`src/rtl/i2ct_pkg.sv`:
```
package i2ct_pkg;

  localparam int BYTE_W = 8;

  typedef enum logic [2:0] {
    BUS_IDLE,
    BUS_RECV,
    BUS_PROC,
    BUS_SLOT,
    BUS_TX,
    BUS_MACK
  } bus_st_e;

  typedef enum logic [1:0] {
    PH_ADDR,
    PH_PTR,
    PH_DATA,
    PH_RD
  } phase_e;

  // level of an open-drain wire seen through a pin with a pull-up
  function automatic logic pin_level(input logic en, input logic val);
    return (!en) || val;
  endfunction

endpackage

```
`src/rtl/i2ct_line_sync.sv`:
```
module i2ct_line_sync #(
  parameter int STAGES = 2
) (
  input  logic clk,
  input  logic rst_n,
  input  logic scl_in,
  input  logic sda_in,
  output logic sda_lvl,
  output logic scl_rise,
  output logic scl_fall,
  output logic start_ev,
  output logic stop_ev
);
  logic [STAGES-1:0] scl_pipe;
  logic [STAGES-1:0] sda_pipe;
  logic scl_prev, sda_prev, scl_lvl;

  always_ff @(posedge clk or negedge rst_n) begin
    if (!rst_n) begin
      scl_pipe <= '1;
      sda_pipe <= '1;
      scl_prev <= 1'b1;
      sda_prev <= 1'b1;
    end else begin
      scl_pipe <= {scl_pipe[STAGES-2:0], scl_in};
      sda_pipe <= {sda_pipe[STAGES-2:0], sda_in};
      scl_prev <= scl_lvl;
      sda_prev <= sda_lvl;
    end
  end

  assign scl_lvl  = scl_pipe[STAGES-1];
  assign sda_lvl  = sda_pipe[STAGES-1];
  assign scl_rise = scl_lvl & ~scl_prev;
  assign scl_fall = ~scl_lvl & scl_prev;
  // start needs only the clock high now; stop needs it high on both samples
  assign start_ev = scl_lvl & sda_prev & ~sda_lvl;
  assign stop_ev  = scl_lvl & scl_prev & ~sda_prev & sda_lvl;

endmodule

```
`src/rtl/i2ct_byte_reg.sv`:
```
module i2ct_byte_reg #(
  parameter int W = 8
) (
  input  logic                       clk,
  input  logic                       rst_n,
  input  logic                       clr,
  input  logic                       cap,
  input  logic                       cap_bit,
  input  logic                       ld,
  input  logic [W-1:0]               ld_val,
  input  logic                       sh,
  output logic [W-1:0]               q,
  output logic [$clog2(W+1)-1:0]     cnt,
  output logic                       full
);
  localparam int CW = $clog2(W+1);

  always_ff @(posedge clk or negedge rst_n) begin
    if (!rst_n) begin
      q   <= '1;
      cnt <= '0;
    end else if (ld) begin
      q   <= ld_val;
      cnt <= '0;
    end else if (clr) begin
      cnt <= '0;
    end else if (cap) begin
      q   <= {q[W-2:0], cap_bit};
      cnt <= cnt + CW'(1);
    end else if (sh) begin
      q   <= {q[W-2:0], 1'b1};
      cnt <= cnt + CW'(1);
    end
  end

  assign full = (cnt == CW'(W));


  cnt_bound_chk: assert property (@(posedge clk) disable iff (!rst_n)
    cnt <= CW'(W));

endmodule

```
`src/rtl/i2c_target_frontend.sv`:
```
module i2c_target_frontend
  import i2ct_pkg::*;
#(
  parameter int SYNC_STAGES = 2,
  parameter int ADDR_W      = 7
) (
  input  logic              clk,
  input  logic              rst_n,
  input  logic              scl_drv_en,
  input  logic              scl_drv_val,
  input  logic              sda_drv_en,
  input  logic              sda_drv_val,
  output logic              sda_oe,
  output logic              dn_start,
  output logic              dn_rd,
  output logic [ADDR_W-1:0] dn_addr,
  output logic              dn_write,
  output logic              dn_ptr,
  output logic [ADDR_W:0]   dn_wdata,
  output logic              dn_read,
  output logic              dn_stop,
  input  logic              tgt_present,
  input  logic              tgt_ack,
  input  logic [ADDR_W:0]   tgt_rdata
);
  localparam int BW = ADDR_W + 1;
  localparam int CW = $clog2(BW + 1);
  localparam logic [BW-1:0] ADDR_NONE = {BW{1'b1}};

  logic scl_line, sda_line;
  logic sda_lvl, scl_rise, scl_fall, start_ev, stop_ev;

  assign scl_line = pin_level(scl_drv_en, scl_drv_val);
  assign sda_line = pin_level(sda_drv_en, sda_drv_val) & ~sda_oe;

  i2ct_line_sync #(.STAGES(SYNC_STAGES)) u_sync (
    .clk(clk), .rst_n(rst_n), .scl_in(scl_line), .sda_in(sda_line),
    .sda_lvl(sda_lvl), .scl_rise(scl_rise), .scl_fall(scl_fall),
    .start_ev(start_ev), .stop_ev(stop_ev)
  );

  logic          clr, cap, ld, sh, full;
  logic [BW-1:0] byte_q;
  logic [CW-1:0] cnt;

  i2ct_byte_reg #(.W(BW)) u_byte (
    .clk(clk), .rst_n(rst_n), .clr(clr), .cap(cap), .cap_bit(sda_lvl),
    .ld(ld), .ld_val(tgt_rdata), .sh(sh), .q(byte_q), .cnt(cnt), .full(full)
  );

  bus_st_e       st_q, st_d;
  phase_e        ph_q, ph_d;
  logic [BW-1:0] addr_q, addr_d;
  logic [1:0]    slot_q, slot_d;
  logic          nack_q, nack_d;

  always_ff @(posedge clk or negedge rst_n) begin
    if (!rst_n) begin
      st_q   <= BUS_IDLE;
      ph_q   <= PH_ADDR;
      addr_q <= ADDR_NONE;
      slot_q <= 2'd0;
      nack_q <= 1'b0;
    end else begin
      st_q   <= st_d;
      ph_q   <= ph_d;
      addr_q <= addr_d;
      slot_q <= slot_d;
      nack_q <= nack_d;
    end
  end

  always_comb begin
    st_d     = st_q;
    ph_d     = ph_q;
    addr_d   = addr_q;
    slot_d   = slot_q;
    nack_d   = nack_q;
    clr      = 1'b0;
    cap      = 1'b0;
    ld       = 1'b0;
    sh       = 1'b0;
    dn_start = 1'b0;
    dn_write = 1'b0;
    dn_read  = 1'b0;
    dn_stop  = 1'b0;
    if (stop_ev) begin
      dn_stop = (addr_q != ADDR_NONE);
      addr_d  = ADDR_NONE;
      st_d    = BUS_IDLE;
      ph_d    = PH_ADDR;
    end else if (start_ev) begin
      st_d = BUS_RECV;
      ph_d = PH_ADDR;
      clr  = 1'b1;
    end else begin
      case (st_q)
        BUS_RECV: begin
          if (full) st_d = BUS_PROC;
          else if (scl_rise) cap = 1'b1;
        end
        BUS_PROC: begin
          st_d   = BUS_SLOT;
          slot_d = 2'd0;
          nack_d = 1'b0;
          case (ph_q)
            PH_ADDR: begin
              if (!tgt_present) begin
                addr_d = ADDR_NONE;
                nack_d = 1'b1;
              end else begin
                dn_start = (addr_q == ADDR_NONE);
                addr_d   = {1'b0, byte_q[BW-1:1]};
                if (byte_q[0]) begin
                  dn_read = 1'b1;
                  ld      = 1'b1;
                  ph_d    = PH_RD;
                end else begin
                  ph_d = PH_PTR;
                end
              end
            end
            PH_PTR, PH_DATA: begin
              dn_write = 1'b1;
              if (tgt_ack) ph_d = PH_DATA;
              else nack_d = 1'b1;
            end
            default: nack_d = 1'b1;
          endcase
        end
        BUS_SLOT: begin
          case (slot_q)
            2'd0: if (scl_fall) slot_d = 2'd1;
            2'd1: if (scl_rise) slot_d = 2'd2;
            default: begin
              if (scl_fall) begin
                if (nack_q) begin
                  st_d = BUS_IDLE;
                  ph_d = PH_ADDR;
                end else if (ph_q == PH_RD) begin
                  st_d = BUS_TX;
                end else begin
                  st_d = BUS_RECV;
                  clr  = 1'b1;
                end
              end
            end
          endcase
        end
        BUS_TX: begin
          if (scl_fall) begin
            sh = 1'b1;
            if (cnt == CW'(BW - 1)) begin
              st_d   = BUS_MACK;
              slot_d = 2'd0;
            end
          end
        end
        BUS_MACK: begin
          if (slot_q == 2'd0) begin
            if (scl_rise) begin
              if (sda_lvl) begin
                st_d = BUS_IDLE;
                ph_d = PH_ADDR;
              end else begin
                dn_read = 1'b1;
                ld      = 1'b1;
                slot_d  = 2'd1;
              end
            end
          end else if (scl_fall) begin
            st_d = BUS_TX;
          end
        end
        default: ;
      endcase
    end
  end

  assign sda_oe   = ((st_q == BUS_SLOT) && (slot_q != 2'd0) && !nack_q) ||
                    ((st_q == BUS_TX) && !byte_q[BW-1]);
  assign dn_rd    = byte_q[0];
  assign dn_addr  = ((st_q == BUS_PROC) && (ph_q == PH_ADDR)) ? byte_q[BW-1:1]
                                                               : addr_q[ADDR_W-1:0];
  assign dn_ptr   = (ph_q == PH_PTR);
  assign dn_wdata = byte_q;


  oe_state_chk: assert property (@(posedge clk) disable iff (!rst_n)
    sda_oe |-> (st_q == BUS_SLOT || st_q == BUS_TX));


  miss_nack_chk: assert property (@(posedge clk) disable iff (!rst_n)
    (st_q == BUS_PROC && ph_q == PH_ADDR && !tgt_present) |=>
      (addr_q == ADDR_NONE && nack_q && !sda_oe));


  strobe_excl_chk: assert property (@(posedge clk) disable iff (!rst_n)
    $onehot0({dn_start | dn_read, dn_write, dn_stop}));


  start_opens_chk: assert property (@(posedge clk) disable iff (!rst_n)
    dn_start |=> (addr_q != ADDR_NONE));


  stop_close_chk: assert property (@(posedge clk) disable iff (!rst_n)
    dn_stop |=> (addr_q == ADDR_NONE && st_q == BUS_IDLE));


  read_pair_chk: assert property (@(posedge clk) disable iff (!rst_n)
    (dn_start && dn_rd) |-> dn_read);

endmodule

```
`config.mk`:
```
export PLATFORM = sky130hd
export DESIGN_NAME = i2c_target_frontend
export DESIGN_NICKNAME = d
export VERILOG_FILES = /design/src/rtl/i2ct_pkg.sv /design/src/rtl/i2ct_line_sync.sv /design/src/rtl/i2ct_byte_reg.sv /design/src/rtl/i2c_target_frontend.sv
export SDC_FILE = /design/constraint.sdc
export NUM_CORES = 1
export LEC_CHECK = 0
export BUFFER_PORTS_ARGS = -buffer_cell sky130_fd_sc_hd__buf_2
export CAP_MARGIN = 20
export CORE_UTILIZATION = 36
export DETAILED_ROUTE_END_ITERATION = 10
export MAX_ROUTING_LAYER = met4
export PLACE_DENSITY_LB_ADDON = 0.05
export SLEW_MARGIN = 5
export SYNTH_ARGS = -nofsm -noshare
export SYNTH_HDL_FRONTEND = slang
export SYNTH_HIERARCHICAL = 1
export SYNTH_SLANG_ARGS = --single-unit
```
`constraint.sdc`:
```
create_clock -name clk -period 3.5 [get_ports clk]
set_input_delay 0.7 -clock clk [delete_from_list [all_inputs] [get_ports clk]]
set_output_delay 0.7 -clock clk [all_outputs]
set_load 0.03 [all_outputs]
```
# After elaboration in Yosys (flattened, before gate mapping)

Index checks and enable logic that the tools add are counted.

Output and inout port bits: 22
Input port bits: 16
Register bits: 34

Reduce and logical (&&, ||, !) cells: 29
Bitwise logic cells: 15
Equality and inequality tests: 38
Add/subtract/negate cells: 1
Muxes and demuxes: 88

Operators by type and width:

| operator             | number |
|---|---|
| $mux W8              | 9 |
| $mux W3              | 13 |
| $mux W1              | 36 |
| $mux W2              | 18 |
| $ne A4 B4 Y1 const B | 8 |
| $ne A5 B5 Y1 const B | 4 |
| $mux W4              | 4 |
| $pmux W3 S5          | 1 |
| $ne A2 B2 Y1 const B | 6 |
| $reduce_and A11 Y1   | 1 |
| $reduce_and A10 Y1   | 1 |
| $reduce_and A9 Y1    | 1 |
| $and A1 B1 Y1        | 8 |
| $eq A8 B8 Y1 const B | 1 |
| $ne A8 B8 Y1 const B | 1 |
| $pmux W2 S2          | 2 |
| $pmux W2 S4          | 1 |
| $reduce_bool A4 Y1   | 2 |
| $mux W7              | 1 |
| $not A1 Y1           | 7 |
| $reduce_bool A7 Y1   | 1 |
| $eq A3 B2 Y1 const B | 2 |
| $eq A3 B3 Y1 const B | 2 |
| $ne A3 B3 Y1 const B | 2 |
| other kinds (23)     | 39 |

# Logic depth before layout (Yosys ltp)

Gate-level depths: netlist of the first run.

Depth in word-level cells: 10
Gate-level depth with buffers: 10
Gate-level depth less buffers: 8

# By module

Netlist of the first run, hierarchy kept.

Modules (own cells, without submodules):

| module              | instances | cells an instance | area each (um^2) |
|---|---|---|---|
| i2c_target_frontend | 1         | 139               | 1248.7 |
| i2ct_byte_reg       | 1         | 50                | 688.2 |
| i2ct_line_sync      | 1         | 10                | 190.2 |

# Least setup slack after synthesis of the first run

No wires, ideal clock.

Path type: flip-flop to flip-flop
From: register u_sync.scl_pipe[1]
To: register u_byte.q[1]
Data required time: 3.418 ns
Period minus slack after synthesis: 2.961 ns
Path slack: 0.539 ns
Cell stages (with the launch flop): 8
Library setup time: 0.082 ns
Arrival: 2.879 ns
Cell sequence: dfstp_2 -> nor2b_1 -> or4b_4 -> nand2b_1 -> a21oi_1 -> buf_6 -> mux2_4 -> mux2_4

RTL lines:

| item                                                                       | line                      | RTL |
|---|---|---|
| start, declared                                                            | i2ct_line_sync.sv:14      | `logic [STAGES-1:0] scl_pipe;` |
| start signal, assigned                                                     | i2ct_line_sync.sv:25      | `scl_pipe <= {scl_pipe[STAGES-2:0], scl_in};` |
| $and A1 B1 Y1 *                                                            | i2ct_line_sync.sv:34      | `assign scl_rise = scl_lvl & ~scl_prev;` |
| via scl_rise                                                               | i2c_target_frontend.sv:31 | `logic sda_lvl, scl_rise, scl_fall, start_ev, stop_ev;` |
| $mux W1 * (2 in a row)                                                     | --                        |  |
| $pmux W1 S2 *                                                              | --                        |  |
| $mux W1 * (2 in a row)                                                     | --                        |  |
| via dn_read                                                                | i2c_target_frontend.sv:20 | `output logic dn_read,` |
| $ne A2 B2 Y1 (no source line) / $reduce_bool A3 Y1 (equally long branches) | --                        |  |
| $reduce_and A2 Y1 (no source line)                                         | --                        |  |
| end signal, assigned                                                       | i2ct_byte_reg.sv:23       | `q <= ld_val;` |
| end signal, assigned                                                       | i2ct_byte_reg.sv:28       | `q <= {q[W-2:0], cap_bit};` |
| end signal, assigned                                                       | i2ct_byte_reg.sv:31       | `q <= {q[W-2:0], 1'b1};` |
| end, declared                                                              | i2ct_byte_reg.sv:12       | `output logic [W-1:0] q,` |

Mark *: on every way through the listed nets, which the timed path passes. The rest lies on a longest branch. The select of a mux whose other input is x is not followed.
A chain may end at the register's enable or synchronous reset.

# Worst setup path in the final report of the first run

From: register u_sync.scl_pipe[1]
To: output port dn_read

Cells in the longest elaborated chain, start to end: 6

RTL lines:

| item          | line                       | RTL |
|---|---|---|
| $and A1 B1 Y1 | i2ct_line_sync.sv:34       |  |
| via scl_rise  | i2c_target_frontend.sv:31  |  |
| $mux W1       | i2c_target_frontend.sv:161 | `if (scl_rise) begin` |
| $mux W1       | i2c_target_frontend.sv:160 | `if (slot_q == 2'd0) begin` |
| $pmux W1 S2   | i2c_target_frontend.sv:97  | `case (st_q)` |
| $mux W1       | i2c_target_frontend.sv:92  | `end else if (start_ev) begin` |
| $mux W1       | i2c_target_frontend.sv:87  | `if (stop_ev) begin` |
| end, declared | i2c_target_frontend.sv:20  |  |

The timed path passes the listed nets, and every way through them passes these cells.

==> impl_results.html, run 1 <==
<table>
<tr><th>Metric</th><th>Value</th></tr>
<tr><th colspan="2">Place</th></tr>
<tr><td>GPL Wtd Cong</td><td>0.8788</td></tr>
<tr><td>Half-perimeter wire length of the detailed placement result</td><td>approximately 3700 um</td></tr>
<tr><td>Worst slack at placement</td><td>~0.59 ns</td></tr>
<tr><td>Count of port buffers added during placement</td><td>37</td></tr>
<tr><th colspan="2">Power and ir drop</th></tr>
<tr><td>Static leakage</td><td>between 1 and 1.5 nW</td></tr>
<tr><td>Switch Pwr</td><td>0.3973 mW</td></tr>
<tr><td>Relative contribution of the clock network to total power</td><td>0.248</td></tr>
<tr><td>Pint</td><td>between 0.8 and 0.9 mW</td></tr>
<tr><td>IR Drop Worst-Case VDD</td><td>around 0.00037 V</td></tr>
<tr><td>Pwr per Cell Area</td><td>between 400 and 500 mW/mm^2</td></tr>
<tr><td>Part of the total power dissipated in combinational logic</td><td>0.275</td></tr>
<tr><td>Net switching fraction of the power</td><td>0.3318</td></tr>
<tr><td>Sequential group share of total power</td><td>0.477</td></tr>
<tr><th colspan="2">Floorplan</th></tr>
<tr><td>Std-Cell Rows</td><td>27</td></tr>
<tr><td>Die Span X</td><td>just under 80 um</td></tr>
<tr><td>Effective utilization at floorplan</td><td>0.3793</td></tr>
<tr><td>Number of top-level pins</td><td>38</td></tr>
<tr><td>Overall die height</td><td>around 79 um</td></tr>
<tr><td>Die Area</td><td>about 0.0062 sq mm</td></tr>
<tr><td>Floorplan core area</td><td>0.005608 sq mm</td></tr>
<tr><th colspan="2">Synthesis</th></tr>
<tr><td>Warnings from Yosys</td><td>6</td></tr>
<tr><td>Seq cells post-synth</td><td>34</td></tr>
<tr><td>Cell count after synthesis</td><td>between 150 and 200</td></tr>
<tr><td>Synthesized Nets</td><td>~220</td></tr>
<tr><td>Part of the Yosys area used for sequential elements</td><td>0.4129</td></tr>
<tr><td>Commonest register cell after synthesis</td><td>dfstp_2</td></tr>
<tr><td>Post-Syn Area per Cell</td><td>about 11 sq um</td></tr>
<tr><td>Distinct cell type count of the synthesized netlist</td><td>56</td></tr>
<tr><td>Post-synth ARST share</td><td>1.000</td></tr>
<tr><td>Synthesized cell area</td><td>approximately 0.0021 sq mm</td></tr>
<tr><td>Number of enable flip-flop cells after synthesis</td><td>0</td></tr>
<tr><th colspan="2">Timing</th></tr>
<tr><td>Setup clock skew after layout</td><td>about 0.0079 ns</td></tr>
<tr><td>Slew at the pin closest to its max-slew limit</td><td>roughly 0.80 ns</td></tr>
<tr><td>Number of setup violations in the final report</td><td>0</td></tr>
<tr><td>Relative slew slack</td><td>0.4625</td></tr>
<tr><td>Final number of max-transition violations</td><td>0</td></tr>
<tr><td>Final period util</td><td>0.8814</td></tr>
<tr><td>Post-route setup TNS</td><td>0 ns</td></tr>
<tr><td>Fmax</td><td>~320 MHz</td></tr>
<tr><td>Setup slack of the critical path after layout</td><td>~0.42 ns</td></tr>
<tr><td>Unrepaired setup endpoints after global routing</td><td>false</td></tr>
<tr><td>Number of endpoints with negative hold slack in the final report</td><td>0</td></tr>
<tr><td>Min cycle time layout</td><td>roughly 3.1 ns</td></tr>
<tr><th colspan="2">Setup path</th></tr>
<tr><td>Cell-by-cell trace of the critical path</td><td>nor2b_1, or4b_4, nand2b_1, a21oi_1, buf_4, buf_2</td></tr>
<tr><td>Critical-path cell with the highest stage delay</td><td>dfstp_2</td></tr>
<tr><td>Critical path buffers and inverters</td><td>2</td></tr>
<tr><td>Required time reported for the critical path endpoint</td><td>2.80 ns</td></tr>
<tr><td>Nature of the critical path endpoint</td><td>output port</td></tr>
<tr><td>Worst Setup Start Kind</td><td>register</td></tr>
<tr><td>Startpoint of the worst-slack reg-to-reg timing path</td><td>u_sync/sda_pipe[1]</td></tr>
<tr><td>Delay of the slowest cell on the worst path</td><td>0.56 ns</td></tr>
<tr><td>Maximum fanout count along the critical path</td><td>5</td></tr>
<tr><td>Cell class contributing the biggest share of worst-path delay</td><td>simple AND/OR/NAND/NOR gates</td></tr>
<tr><td>Worst setup slack for register-to-register paths</td><td>0.60 ns</td></tr>
<tr><td>Cell count of the worst reg-to-reg path</td><td>6</td></tr>
<tr><td>Path type of the worst setup path</td><td>reg -&gt; out</td></tr>
<tr><td>Worst r2r dst</td><td>u_byte/q[0]</td></tr>
<tr><td>Arrival time of data at the critical path endpoint</td><td>~2.4 ns</td></tr>
<tr><th colspan="2">Global routing</th></tr>
<tr><td>Via count of the first global-routing pass</td><td>around 1700</td></tr>
<tr><td>First-pass GRT wire length</td><td>about 8500 um</td></tr>
<tr><td>Leftover overflow at the end of global routing</td><td>0</td></tr>
<tr><td>Pin count of the biggest net entering global routing</td><td>35</td></tr>
<tr><td>Total routing usage reported by global routing</td><td>0.1832</td></tr>
<tr><td>Antenna violations before repair</td><td>0</td></tr>
<tr><th colspan="2">Clock tree</th></tr>
<tr><td>Clock buffer count from CTS</td><td>5</td></tr>
<tr><td>Number of gates given a new drive strength after cts</td><td>0</td></tr>
<tr><td>Maximum buffer depth of the clock tree</td><td>2</td></tr>
<tr><td>Post-CTS Setup Bufs</td><td>0</td></tr>
<tr><td>H-tree depth</td><td>2</td></tr>
<tr><td>Clk sink count</td><td>34</td></tr>
<tr><td>Clock latency of the later-clocked register in the worst-skew pair</td><td>around 0.29 ns</td></tr>
<tr><td>Number of hold buffers added after CTS</td><td>0</td></tr>
<tr><td>Clock tree from TritonCTS</td><td>built</td></tr>
<tr><td>Buffer cell driving the clock tree root</td><td>clkbuf_8</td></tr>
<tr><td>Clock-pin slew of the registers on the worst-case setup and hold paths</td><td>around 0.070 ns</td></tr>
<tr><th colspan="2">Cells and area</th></tr>
<tr><td>Layout Nets</td><td>approximately 260</td></tr>
<tr><td>Commonest cells after routing, fill and taps aside</td><td>buf_2, dfstp_2, dfrtp_1, mux2_4, nor2_1</td></tr>
<tr><td>Final antenna diode count</td><td>0</td></tr>
<tr><td>Layout overhead on the synthesized area</td><td>15.29%</td></tr>
<tr><td>Layout cells sized above 1</td><td>0.3797</td></tr>
<tr><td>Util after Layout</td><td>0.4373</td></tr>
<tr><td>Most common cell after layout, fill and taps aside</td><td>buf_2</td></tr>
<tr><th colspan="2">Routing</th></tr>
<tr><td>DRT Pass-1 Iters</td><td>4</td></tr>
<tr><td>Final wirelength</td><td>5030 um</td></tr>
<tr><td>DRC violations left</td><td>0</td></tr>
<tr><td>Detail-routed net length per standard cell</td><td>16.28 um</td></tr>
<tr><td>Vias per std cell</td><td>5.460</td></tr>
<tr><td>Count of antenna-violating nets left after detailed routing</td><td>0</td></tr>
<tr><td>Number of vias after detailed routing</td><td>approximately 1700</td></tr>
<tr><td>Detailed Route Iter0 Violations</td><td>~150</td></tr>
<tr><th colspan="2">Min path</th></tr>
<tr><td>Beginning of the worst hold path</td><td>u_sync/sda_pipe[0]</td></tr>
<tr><td>Hold Path Depth</td><td>0</td></tr>
<tr><td>Hold worst-path end</td><td>u_sync/sda_pipe[1]</td></tr>
<tr><td>Worst min path class</td><td>reg -&gt; reg</td></tr>
<tr><th colspan="2">Outcome</th></tr>
<tr><td>Outcome</td><td>finished, final reports clean</td></tr>
<tr><th colspan="2">Flow run</th></tr>
<tr><td>Count of maximum capacitance violations</td><td>0</td></tr>
</table>
per-stage QoR:
| step | cells | area [sq um] | power, mW | hold WS, ns |
|---|---|---|---|---|
| after floorplan | 199 | 2127 | 0.8064 | 0.3452 |
| after global placement | 301 | 2362 | 0.9024 | 0.3461 |
| after detailed placement | 301 | 2362 | 0.9059 | 0.3491 |
| after CTS | 309 | 2452 | 1.210 | 0.3597 |
| after global routing | 309 | 2452 | 1.269 | 0.3667 |
| final | 309 | 2452 | 1.198 | 0.3585 |
synthesized netlist by cell type (2+ instances only):
cell / count / area share
ha_1: 6 / 0.035
a31oi_1: 3 / 0.0088
clkbuf_1: 5 / 0.0088
o21a_1: 2 / 0.0071
and3b_1: 2 / 0.0082
and2_1: 2 / 0.0059
nor3_1: 8 / 0.019
dfrtp_1: 12 / 0.14
nand2_1: 9 / 0.016
nand4_1: 3 / 0.0088
mux2_2: 3 / 0.016
nand4b_1: 2 / 0.0082
buf_6: 3 / 0.016
xor2_1: 2 / 0.0082
o22a_1: 7 / 0.029
mux2_1: 8 / 0.042
o2111ai_1: 4 / 0.016
mux2_4: 12 / 0.085
or2_2: 2 / 0.0059
nor3b_1: 2 / 0.0071
mux2i_1: 2 / 0.0094
nand2b_1: 7 / 0.021
a21oi_1: 9 / 0.021
nand3_1: 4 / 0.0094
nor2b_1: 8 / 0.024
buf_2: 2 / 0.0047
o2bb2ai_1: 2 / 0.0082
inv_1: 8 / 0.014
dfstp_2: 22 / 0.27
nor2_1: 11 / 0.019
o21ai_0: 2 / 0.0047
worst max path at each step:
stage                                   from          end  slack (ns)  cells after the start
after floorplan           u_sync/scl_pipe[1]  u_byte/q[1]        0.54                      7
after global placement    u_sync/sda_pipe[1]  u_byte/q[5]        0.65                      6
after detailed placement  u_sync/sda_pipe[1]  u_byte/q[0]        0.59                      6
after CTS                 u_sync/scl_pipe[1]      dn_read        0.38                      6
after global routing      u_sync/scl_pipe[1]      dn_read        0.24                      6
final                     u_sync/scl_pipe[1]      dn_read        0.42                      6
final cells by class:
class	instances	area, sq um
Tap cell	72	90.09
Inverter	8	30.03
Fill cell	550	3156
Clock buffer	8	90.09
Multi-Input combinational cell	146	1149
Timing Repair Buffer	41	215.2
Sequential cell	34	878.3
power by group through the flow:
stage          Sequential (mW)  Combinational [mW]  Clock (mW)
6_report                 0.572               0.329       0.297
5_1_grt                  0.587               0.354       0.328
4_1_cts                  0.571               0.331       0.309
3_5_place_dp             0.577               0.329           0
3_3_place_gp             0.573               0.330           0
2_1_floorplan            0.626               0.180           0
registers in the layout (all words and copies together) (netlist names):
register and cells:
addr_q 8, u_byte/q 8, u_byte/cnt 4, st_q 3, ph_q 2, slot_q 2, u_sync/scl_pipe 2, u_sync/sda_pipe 2
nack_q 1, u_sync/scl_prev 1, u_sync/sda_prev 1
routing by layer:
layer  track usage  vias up  part of all wire
li1              -      800                 -
met1        0.2520      819              0.49
met5             -        -                 0
met3       0.04253        9             0.047
met4       0.05091        0             0.012
met2        0.2704       59              0.45
cell families (layout without fill, tap and decap cells):
logic type,after synthesis,count (layout),synth area share
AO/OA/AOI/OAI,43,43,0.1512
XOR/XNOR,3,3,0.01236
adder cells (fa/ha/maj),6,6,0.03529
buffers and inverters,19,57,0.04706
flip-flops,34,34,0.4129
multiplexers,25,25,0.1524
AND/OR/NAND/NOR,69,69,0.1888
(Power assumes the default switching activity.)
==> run 2, diff against run 1 <==
--- a/config.mk
+++ b/config.mk
@@ -5,9 +5,10 @@
 export SDC_FILE = /design/constraint.sdc
 export NUM_CORES = 1
 export LEC_CHECK = 0
+export ABC_AREA = 1
 export BUFFER_PORTS_ARGS = -buffer_cell sky130_fd_sc_hd__buf_2
 export CAP_MARGIN = 20
-export CORE_UTILIZATION = 36
+export CORE_UTILIZATION = 55
 export DETAILED_ROUTE_END_ITERATION = 10
 export MAX_ROUTING_LAYER = met4
 export PLACE_DENSITY_LB_ADDON = 0.05
==> run 2 against run 1 <==
Clock power grew 2%. Synthesized cell count is 62% higher. Final cell count up 33%. Sequential power rose by 20%. First-iteration DRC count grew 21%. Critical path type unchanged. Largest power group is now combinational logic. Highest routed layer unchanged.
==> impl_results.html, run 2 <==
<table>
<tr><th>Metric</th><th>Value</th></tr>
<tr><th colspan="2">Global routing</th></tr>
<tr><td>First-pass GRT wire length</td><td>8832 um (was 8493 um)</td></tr>
<tr><td>Pin count of the biggest net entering global routing</td><td>35 (unchanged)</td></tr>
<tr><td>Leftover overflow at the end of global routing</td><td>0 (unchanged)</td></tr>
<tr><td>Antenna violations before repair</td><td>0 (unchanged)</td></tr>
<tr><td>Via count of the first global-routing pass</td><td>1959 (was 1663)</td></tr>
<tr><td>Total routing usage reported by global routing</td><td>0.2767 (was 0.1832)</td></tr>
<tr><th colspan="2">Floorplan</th></tr>
<tr><td>Effective utilization at floorplan</td><td>0.5932 (was 0.3793)</td></tr>
<tr><td>Die Area</td><td>0.004357 sq mm (was 0.006220 sq mm)</td></tr>
<tr><td>Floorplan core area</td><td>0.003799 sq mm (was 0.005608 sq mm)</td></tr>
<tr><td>Std-Cell Rows</td><td>22 (was 27)</td></tr>
<tr><td>Overall die height</td><td>66.01 um (was 78.87 um)</td></tr>
<tr><td>Die Span X</td><td>66.01 um (was 78.87 um)</td></tr>
<tr><td>Number of top-level pins</td><td>38 (unchanged)</td></tr>
<tr><th colspan="2">Clock tree</th></tr>
<tr><td>Number of gates given a new drive strength after cts</td><td>0 (unchanged)</td></tr>
<tr><td>Clock-pin slew of the registers on the worst-case setup and hold paths</td><td>0.07 ns (about the same)</td></tr>
<tr><td>H-tree depth</td><td>2 (unchanged)</td></tr>
<tr><td>Buffer cell driving the clock tree root</td><td>clkbuf_8 (unchanged)</td></tr>
<tr><td>Clock buffer count from CTS</td><td>5 (unchanged)</td></tr>
<tr><td>Maximum buffer depth of the clock tree</td><td>2 (unchanged)</td></tr>
<tr><td>Post-CTS Setup Bufs</td><td>0 (unchanged)</td></tr>
<tr><td>Clock tree from TritonCTS</td><td>built (unchanged)</td></tr>
<tr><td>Number of hold buffers added after CTS</td><td>0 (unchanged)</td></tr>
<tr><td>Clk sink count</td><td>34 (unchanged)</td></tr>
<tr><td>Clock latency of the later-clocked register in the worst-skew pair</td><td>0.29 ns (about the same)</td></tr>
<tr><th colspan="2">Setup path</th></tr>
<tr><td>Cell-by-cell trace of the critical path</td><td>inv_1, nor2_1, inv_1, nor2_1, nand3_1, o21ai_0, o211ai_1, inv_1, buf_2 (was nor2b_1, or4b_4, nand2b_1, a21oi_1, buf_4, buf_2)</td></tr>
<tr><td>Arrival time of data at the critical path endpoint</td><td>2.20 ns (was 2.38 ns)</td></tr>
<tr><td>Critical path buffers and inverters</td><td>4 (was 2)</td></tr>
<tr><td>Critical-path cell with the highest stage delay</td><td>dfstp_2 (unchanged)</td></tr>
<tr><td>Worst Setup Start Kind</td><td>register (unchanged)</td></tr>
<tr><td>Maximum fanout count along the critical path</td><td>13 (was 5)</td></tr>
<tr><td>Critical path's most frequent cell</td><td>inv_1</td></tr>
<tr><td>Cell class contributing the biggest share of worst-path delay</td><td>buffers and inverters (was simple AND/OR/NAND/NOR gates)</td></tr>
<tr><td>Nature of the critical path endpoint</td><td>output port (unchanged)</td></tr>
<tr><td>Path type of the worst setup path</td><td>reg -&gt; out (unchanged)</td></tr>
<tr><td>Delay of the slowest cell on the worst path</td><td>0.58 ns (was 0.56 ns)</td></tr>
<tr><td>Required time reported for the critical path endpoint</td><td>2.80 ns (about the same)</td></tr>
<tr><th colspan="2">Cells and area</th></tr>
<tr><td>Commonest cells after routing, fill and taps aside</td><td>nand2_1, inv_1, buf_2, nor2_1, dfstp_2 (was buf_2, dfstp_2, dfrtp_1, mux2_4, nor2_1)</td></tr>
<tr><td>Top Registers</td><td>addr_q (8), u_byte/q (8), u_byte/cnt (4) (unchanged)</td></tr>
<tr><td>Layout cells sized above 1</td><td>0.2320 (was 0.3797)</td></tr>
<tr><td>Most common cell after layout, fill and taps aside</td><td>nand2_1 (was buf_2)</td></tr>
<tr><td>Layout Nets</td><td>383 (was 258)</td></tr>
<tr><td>Final antenna diode count</td><td>0 (unchanged)</td></tr>
<tr><td>Layout overhead on the synthesized area</td><td>12.55% (was 15.29%)</td></tr>
<tr><td>Final Cell Area</td><td>0.002536 sq mm (was 0.002452 sq mm)</td></tr>
<tr><th colspan="2">Synthesis</th></tr>
<tr><td>Distinct cell type count of the synthesized netlist</td><td>30 (was 56)</td></tr>
<tr><td>Synthesized Nets</td><td>345 (was 221)</td></tr>
<tr><td>Top area cells in the synthesized netlist</td><td>dfstp_2, nand2_1, dfrtp_1 (was dfstp_2, dfrtp_1, mux2_4)</td></tr>
<tr><td>Part of the Yosys area used for sequential elements</td><td>0.3898 (was 0.4129)</td></tr>
<tr><td>Number of enable flip-flop cells after synthesis</td><td>0 (unchanged)</td></tr>
<tr><td>Cell count after synthesis</td><td>323 (was 199)</td></tr>
<tr><td>Most instantiated cells after synthesis</td><td>nand2_1, inv_1, nor2_1, dfstp_2, o21ai_0 (was dfstp_2, dfrtp_1, mux2_4, nor2_1)</td></tr>
<tr><td>Synthesized cell area</td><td>0.002253 sq mm (was 0.002127 sq mm)</td></tr>
<tr><td>Cell with the most instances after synthesis</td><td>nand2_1 (was dfstp_2)</td></tr>
<tr><td>Commonest register cell after synthesis</td><td>dfstp_2 (unchanged)</td></tr>
<tr><td>Post-synth ARST share</td><td>1.000 (unchanged)</td></tr>
<tr><td>Post-Syn Area per Cell</td><td>6.977 sq um (was 10.69 sq um)</td></tr>
<tr><td>Cell taking the most area after synthesis</td><td>dfstp_2 (unchanged)</td></tr>
<tr><td>Post-synth top area share</td><td>0.2565 (was 0.2718)</td></tr>
<tr><td>Warnings from Yosys</td><td>6 (unchanged)</td></tr>
<tr><td>Seq cells post-synth</td><td>34 (unchanged)</td></tr>
<tr><th colspan="2">Flow run</th></tr>
<tr><td>Count of maximum capacitance violations</td><td>0 (unchanged)</td></tr>
<tr><th colspan="2">Power and ir drop</th></tr>
<tr><td>IR Drop Worst-Case VDD</td><td>0.0004377 V (was 0.0003665 V)</td></tr>
<tr><td>Pwr per Cell Area</td><td>751.2 mW/mm^2 (was 488.4 mW/mm^2)</td></tr>
<tr><td>Net switching fraction of the power</td><td>0.4734 (was 0.3318)</td></tr>
<tr><td>Static leakage</td><td>1.396 nW (was 1.051 nW)</td></tr>
<tr><td>Relative contribution of the clock network to total power</td><td>0.159 (was 0.248)</td></tr>
<tr><td>Switch Pwr</td><td>0.9019 mW (was 0.3973 mW)</td></tr>
<tr><td>Part of the total power dissipated in combinational logic</td><td>0.482 (was 0.275)</td></tr>
<tr><td>Pint</td><td>1.003 mW (was 0.8003 mW)</td></tr>
<tr><td>Sequential group share of total power</td><td>0.360 (was 0.477)</td></tr>
<tr><th colspan="2">Routing</th></tr>
<tr><td>Number of vias after detailed routing</td><td>2109 (was 1687)</td></tr>
<tr><td>DRC violations left</td><td>0 (unchanged)</td></tr>
<tr><td>Vias per std cell</td><td>5.144 (was 5.460)</td></tr>
<tr><td>DRT Pass-1 Iters</td><td>4 (unchanged)</td></tr>
<tr><td>Detailed Route Iter0 Violations</td><td>176 (was 145)</td></tr>
<tr><td>Detail-routed net length per standard cell</td><td>12.17 um (was 16.28 um)</td></tr>
<tr><td>Count of antenna-violating nets left after detailed routing</td><td>0 (unchanged)</td></tr>
<tr><td>Final wirelength</td><td>4988 um (was 5030 um)</td></tr>
<tr><th colspan="2">Timing</th></tr>
<tr><td>Number of setup violations in the final report</td><td>0 (unchanged)</td></tr>
<tr><td>Min cycle time layout</td><td>2.898 ns (was 3.085 ns)</td></tr>
<tr><td>Relative slew slack</td><td>0.5085 (was 0.4625)</td></tr>
<tr><td>Final period util</td><td>0.8281 (was 0.8814)</td></tr>
<tr><td>Unrepaired setup endpoints after global routing</td><td>false (unchanged)</td></tr>
<tr><td>Post-route setup TNS</td><td>0 ns (unchanged)</td></tr>
<tr><td>Fmax</td><td>345.0 MHz (was 324.2 MHz)</td></tr>
<tr><td>Setup clock skew after layout</td><td>0.002239 ns (was 0.007927 ns)</td></tr>
<tr><td>Final number of max-transition violations</td><td>0 (unchanged)</td></tr>
<tr><td>Number of endpoints with negative hold slack in the final report</td><td>0 (unchanged)</td></tr>
<tr><td>Slew at the pin closest to its max-slew limit</td><td>0.7372 ns (was 0.7988 ns)</td></tr>
<tr><th colspan="2">Place</th></tr>
<tr><td>Count of port buffers added during placement</td><td>37 (unchanged)</td></tr>
<tr><td>GPL Wtd Cong</td><td>0.9499 (was 0.8788)</td></tr>
<tr><td>Instance area at placement</td><td>0.002445 sq mm (was 0.002362 sq mm)</td></tr>
<tr><td>Half-perimeter wire length of the detailed placement result</td><td>3685 um (was 3696 um)</td></tr>
<tr><th colspan="2">Min path</th></tr>
<tr><td>Worst min path class</td><td>reg -&gt; reg (unchanged)</td></tr>
<tr><th colspan="2">Outcome</th></tr>
<tr><td>Outcome</td><td>finished, final reports clean (unchanged)</td></tr>
</table>
[run 2: changes by cell type after synthesis, moves of 5 or more]
cell / before / now
nand2_1: 9 / 117
inv_1: 8 / 44
o21ai_0: 2 / 21
nor2_1: 11 / 29
mux2_4: 12 / 0
nand3_1: 4 / 13
mux2_1: 8 / 0
nor2b_1: 8 / 0
nand2b_1: 7 / 0
o22a_1: 7 / 0
clkbuf_1: 5 / 0
[run 2: worst paths after layout]
kind                                      endpoint                from  slack, ns  cells after the start
worst max register to register       u_byte/cnt[3]  u_sync/scl_pipe[1]       1.04                     13
max in group asynchronous                  ph_q[1]               rst_n       2.57                      1
worst max-delay path                       dn_read  u_sync/scl_pipe[1]       0.60                      9
worst min register to register  u_sync/scl_pipe[1]  u_sync/scl_pipe[0]       0.36                      0
min in group asynchronous                slot_q[1]               rst_n       0.47                      1
worst min-delay path            u_sync/scl_pipe[1]  u_sync/scl_pipe[0]       0.36                      0
[run 2: power by group through the flow]
| stage | Sequential, mW | Combinational, mW | Clock, mW |
|---|---|---|---|
| after CTS | 0.685 | 0.918 | 0.310 |
| after detailed placement | 0.690 | 0.915 | 0 |
| after global placement | 0.685 | 0.909 | 0 |
| after floorplan | 0.684 | 0.716 | 0 |
| after global routing | 0.704 | 1.04 | 0.335 |
| final | 0.685 | 0.918 | 0.302 |
[run 2: cells by family (layout without fill, tap and decap cells)]
family | after synthesis | after routing | share of synthesized area
buffers and inverters | 54 | 93 | 0.1055
AND/OR/NAND/NOR | 183 | 183 | 0.3437
AO/OA/AOI/OAI | 46 | 46 | 0.1277
flip-flops | 34 | 34 | 0.3898
adder cells (fa/ha/maj) | 6 | 6 | 0.03331
[run 2: final cells by class]
cell class,count,area (sq um)
fill,328,1262
timing repair buffer,38,192.7
clock buffer,7,86.33
clock inverter,1,5.005
sequential,34,878.3
inverter,47,176.4
tap,48,60.06
multi-input combinational,235,1137
[run 2: layer usage]
layer | track usage | vias to the layer above | share of wire
li1 | - | 1091 | -
met1 | 0.3790 | 943 | 0.48
met2 | 0.4018 | 69 | 0.45
met3 | 0.07069 | 6 | 0.061
met4 | 0.08511 | 0 | 0.0094
met5 | - | - | 0
[run 2: worst register-to-register path: cells and delay by family, from the launching register on]
family,cells,cell delay [ns]
buffers and inverters,4,0.85
AND/OR/NAND/NOR,6,0.65
flip-flops,1,0.58
AO/OA/AOI/OAI,3,0.26
[run 2: metrics by stage]
step	hold slack, ns	total power, mW	instances	setup WS [ns]	util
after detailed placement	0.3506	1.605	402	0.9307	0.6436
final	0.3592	1.905	410	0.6015	0.6677
after global routing	0.3738	2.076	410	0.4209	0.6677
after CTS	0.3615	1.913	410	0.5826	0.6677
after floorplan	0.3452	1.400	323	1.112	-
after global placement	0.3541	1.593	402	1.009	0.6436
==> run 3, diff against run 2 <==
--- a/config.mk
+++ b/config.mk
@@ -5,7 +5,7 @@
 export SDC_FILE = /design/constraint.sdc
 export NUM_CORES = 1
 export LEC_CHECK = 0
-export ABC_AREA = 1
+export ABC_AREA = 0
 export BUFFER_PORTS_ARGS = -buffer_cell sky130_fd_sc_hd__buf_2
 export CAP_MARGIN = 20
 export CORE_UTILIZATION = 55
==> constraint.sdc (replaced) <==
create_clock -name clk -period 2.9 [get_ports clk]
set_input_delay 0.58 -clock clk [delete_from_list [all_inputs] [get_ports clk]]
set_output_delay 0.58 -clock clk [all_outputs]
set_load 0.03 [all_outputs]
==> run 3 against run 2 <==
Register-to-register slack got worse by 0.65 ns. Final area fell by 3.4%. Global-route usage fell by 0.75 points. Routed wire length fell by 5.2%. Setup slack got worse by 0.46 ns. Count of clock-buffer cells in the layout did not move. Critical path type unchanged. Critical endpoint unchanged. Largest power group is now registers.
==> impl_results.html, run 3 (synthesis results as in run 1) <==
<table>
<tr><th>Metric</th><th>Value</th></tr>
<tr><th colspan="2">Timing</th></tr>
<tr><td>Final period util</td><td>0.9516</td></tr>
<tr><td>Number of setup violations in the final report</td><td>0 (unchanged)</td></tr>
<tr><td>Number of endpoints with negative hold slack in the final report</td><td>0 (unchanged)</td></tr>
<tr><td>Relative slew slack</td><td>0.5176 (was 0.5085)</td></tr>
<tr><td>Final number of max-transition violations</td><td>0 (unchanged)</td></tr>
<tr><td>Fmax</td><td>between 300 and 400 MHz</td></tr>
<tr><td>Setup slack of the critical path after layout</td><td>0.1405 ns (was 0.6015 ns)</td></tr>
<tr><td>Setup clock skew after layout</td><td>0.004952 ns (was 0.002239 ns)</td></tr>
<tr><td>Post-route setup TNS</td><td>0 ns (unchanged)</td></tr>
<tr><td>Min cycle time layout</td><td>~2.8 ns</td></tr>
<tr><td>Slew at the pin closest to its max-slew limit</td><td>0.7236 ns (was 0.7372 ns)</td></tr>
<tr><td>Unrepaired setup endpoints after global routing</td><td>false (unchanged)</td></tr>
<tr><th colspan="2">Setup path</th></tr>
<tr><td>Nature of the critical path endpoint</td><td>output port (unchanged)</td></tr>
<tr><td>Arrival time of data at the critical path endpoint</td><td>2.18 ns (was 2.20 ns)</td></tr>
<tr><td>Startpoint of the worst-slack reg-to-reg timing path</td><td>u_sync/scl_pipe[1] (unchanged)</td></tr>
<tr><td>Maximum fanout count along the critical path</td><td>5 (was 13)</td></tr>
<tr><td>Path type of the worst setup path</td><td>reg -&gt; out (unchanged)</td></tr>
<tr><td>Worst Setup Start Kind</td><td>register (unchanged)</td></tr>
<tr><td>Cell count of the worst reg-to-reg path</td><td>7 (was 13)</td></tr>
<tr><td>Required time reported for the critical path endpoint</td><td>2.32 ns (was 2.80 ns)</td></tr>
<tr><td>Worst setup slack for register-to-register paths</td><td>0.39 ns (was 1.04 ns)</td></tr>
<tr><td>Worst r2r dst</td><td>u_byte/q[2] (was u_byte/cnt[3])</td></tr>
<tr><th colspan="2">Clock tree</th></tr>
<tr><td>Number of gates given a new drive strength after cts</td><td>0 (unchanged)</td></tr>
<tr><td>Clock latency of the later-clocked register in the worst-skew pair</td><td>0.28 ns (was 0.29 ns)</td></tr>
<tr><td>Post-CTS Setup Bufs</td><td>0 (unchanged)</td></tr>
<tr><td>H-tree depth</td><td>2 (unchanged)</td></tr>
<tr><td>Clk sink count</td><td>34 (unchanged)</td></tr>
<tr><td>Buffer cell driving the clock tree root</td><td>clkbuf_8 (unchanged)</td></tr>
<tr><td>Clock-pin slew of the registers on the worst-case setup and hold paths</td><td>0.07 ns (about the same)</td></tr>
<tr><td>Number of hold buffers added after CTS</td><td>0 (unchanged)</td></tr>
<tr><td>Clock buffer count from CTS</td><td>5 (unchanged)</td></tr>
<tr><td>Maximum buffer depth of the clock tree</td><td>2 (unchanged)</td></tr>
<tr><td>Clock tree from TritonCTS</td><td>built (unchanged)</td></tr>
<tr><th colspan="2">Power and ir drop</th></tr>
<tr><td>Pwr per Cell Area</td><td>592.6 mW/mm^2 (was 751.2 mW/mm^2)</td></tr>
<tr><td>IR Drop Worst-Case VDD</td><td>0.0003332 V (was 0.0004377 V)</td></tr>
<tr><td>Static leakage</td><td>1.067 nW (was 1.396 nW)</td></tr>
<tr><th colspan="2">Routing</th></tr>
<tr><td>Final wirelength</td><td>4729 um (was 4988 um)</td></tr>
<tr><td>DRT Pass-1 Iters</td><td>4 (unchanged)</td></tr>
<tr><td>Count of antenna-violating nets left after detailed routing</td><td>0 (unchanged)</td></tr>
<tr><td>Number of vias after detailed routing</td><td>1731 (was 2109)</td></tr>
<tr><td>Vias per std cell</td><td>6.010 (was 5.144)</td></tr>
<tr><td>Detailed Route Iter0 Violations</td><td>96 (was 176)</td></tr>
<tr><td>DRC violations left</td><td>0 (unchanged)</td></tr>
<tr><td>Detail-routed net length per standard cell</td><td>16.42 um (was 12.17 um)</td></tr>
<tr><th colspan="2">Cells and area</th></tr>
<tr><td>Final Cell Area</td><td>0.002450 sq mm (was 0.002536 sq mm)</td></tr>
<tr><td>Most common cell after layout, fill and taps aside</td><td>buf_2 (was nand2_1)</td></tr>
<tr><td>Final antenna diode count</td><td>0 (unchanged)</td></tr>
<tr><td>Layout Nets</td><td>261 (was 383)</td></tr>
<tr><td>Top Registers</td><td>addr_q (8), u_byte/q (8), u_byte/cnt (4) (unchanged)</td></tr>
<tr><td>Layout overhead on the synthesized area</td><td>15.18% (was 12.55%)</td></tr>
<tr><td>Commonest cells after routing, fill and taps aside</td><td>buf_2, dfstp_2, dfrtp_1, mux2_4, nor2_1 (was nand2_1, inv_1, buf_2, nor2_1, dfstp_2)</td></tr>
<tr><td>Layout cells sized above 1</td><td>0.3958 (was 0.2320)</td></tr>
<tr><th colspan="2">Global routing</th></tr>
<tr><td>First-pass GRT wire length</td><td>8038 um (was 8832 um)</td></tr>
<tr><td>Via count of the first global-routing pass</td><td>1683 (was 1959)</td></tr>
<tr><td>Leftover overflow at the end of global routing</td><td>0 (unchanged)</td></tr>
<tr><td>Total routing usage reported by global routing</td><td>0.2692 (was 0.2767)</td></tr>
<tr><td>Pin count of the biggest net entering global routing</td><td>35 (unchanged)</td></tr>
<tr><td>Antenna violations before repair</td><td>0 (unchanged)</td></tr>
<tr><th colspan="2">Place</th></tr>
<tr><td>Half-perimeter wire length of the detailed placement result</td><td>3491 um (was 3685 um)</td></tr>
<tr><td>GPL Wtd Cong</td><td>0.8948 (was 0.9499)</td></tr>
<tr><td>Instance area at placement</td><td>0.002359 sq mm (was 0.002445 sq mm)</td></tr>
<tr><td>Worst slack at placement</td><td>0.3880 ns (was 0.9307 ns)</td></tr>
<tr><td>Count of port buffers added during placement</td><td>37 (unchanged)</td></tr>
<tr><th colspan="2">Min path</th></tr>
<tr><td>Worst min path class</td><td>in -&gt; async (was reg -&gt; reg)</td></tr>
<tr><th colspan="2">Floorplan</th></tr>
<tr><td>Effective utilization at floorplan</td><td>0.5767 (was 0.5932)</td></tr>
<tr><td>Overall die height</td><td>64.19 um (was 66.01 um)</td></tr>
<tr><td>Floorplan core area</td><td>0.003689 sq mm (was 0.003799 sq mm)</td></tr>
<tr><td>Die Span X</td><td>64.19 um (was 66.01 um)</td></tr>
<tr><td>Number of top-level pins</td><td>38 (unchanged)</td></tr>
<tr><td>Std-Cell Rows</td><td>22 (unchanged)</td></tr>
<tr><td>Die Area</td><td>0.004120 sq mm (was 0.004357 sq mm)</td></tr>
<tr><th colspan="2">Flow run</th></tr>
<tr><td>Count of maximum capacitance violations</td><td>0 (unchanged)</td></tr>
<tr><th colspan="2">Outcome</th></tr>
<tr><td>Outcome</td><td>finished, final reports clean (unchanged)</td></tr>
</table>
-- run 3: cell count changes in the layout (fill, tap and decap cells not counted), moves of 6 or more --
cell / previous run / this run
buf_4: 1 / 7
nor2b_1: 0 / 8
nand2_1: 117 / 9
mux2_4: 0 / 12
o22a_1: 0 / 7
mux2_1: 0 / 8
nand2b_1: 0 / 7
o21ai_0: 21 / 2
nand3_1: 13 / 4
inv_1: 44 / 8
nor2_1: 29 / 11
-- run 3: cell type report --
cell class	instances	area, sq um
flip-flops and latches	34	878.3
fillers	302	1239
clock buffers	7	86.33
multi-input cells	146	1152
inverters	8	30.03
clock inverters	1	5.005
well taps	48	60.06
repair buffers	44	237.7
-- run 3: power breakdown --
group / leakage [nW] / total, mW / internal (mW) / switching [mW]
clock: 0.0482 / 0.361 / 0.191 / 0.170
sequential: 0.390 / 0.685 / 0.586 / 0.0993
combinational: 0.629 / 0.406 / 0.188 / 0.217
-- run 3: worst max path at each step --
stage	from	endpoint	cells after the start
global placement	u_sync/scl_pipe[1]	u_byte/q[2]	7
global route	u_sync/scl_pipe[1]	dn_read	5
CTS	u_sync/scl_pipe[1]	dn_read	5
finish	u_sync/scl_pipe[1]	dn_read	5
floorplan	u_sync/scl_pipe[1]	u_byte/q[1]	7
detailed placement	u_sync/scl_pipe[1]	u_byte/q[3]	7
-- run 3: critical path, stage by stage (launching register included) --
cell and delay, ns:
dfstp_2 0.55, nor2b_1 0.24, or4b_4 0.50, nand2b_1 0.17
a21oi_2 0.19, buf_2 0.24
-- run 3: routing by layer --
metal / wire length, um / GRT usage / share of wire
met1: 2094 / 0.3475 / 0.44
met2: 2321 / 0.4109 / 0.49
met3: 220 / 0.06429 / 0.047
met4: 93 / 0.1028 / 0.020
met5: 0 / - / 0
-- run 3: through the flow --
step	util	std cells	hold WS (ns)	total power, mW
global placement	0.6394	280	0.3461	1.075
finish	0.6642	288	0.3460	1.452
detailed placement	0.6394	280	0.3478	1.094
CTS	0.6642	288	0.3521	1.461
global route	0.6642	288	0.3553	1.522
floorplan	-	199	0.2844	0.9734
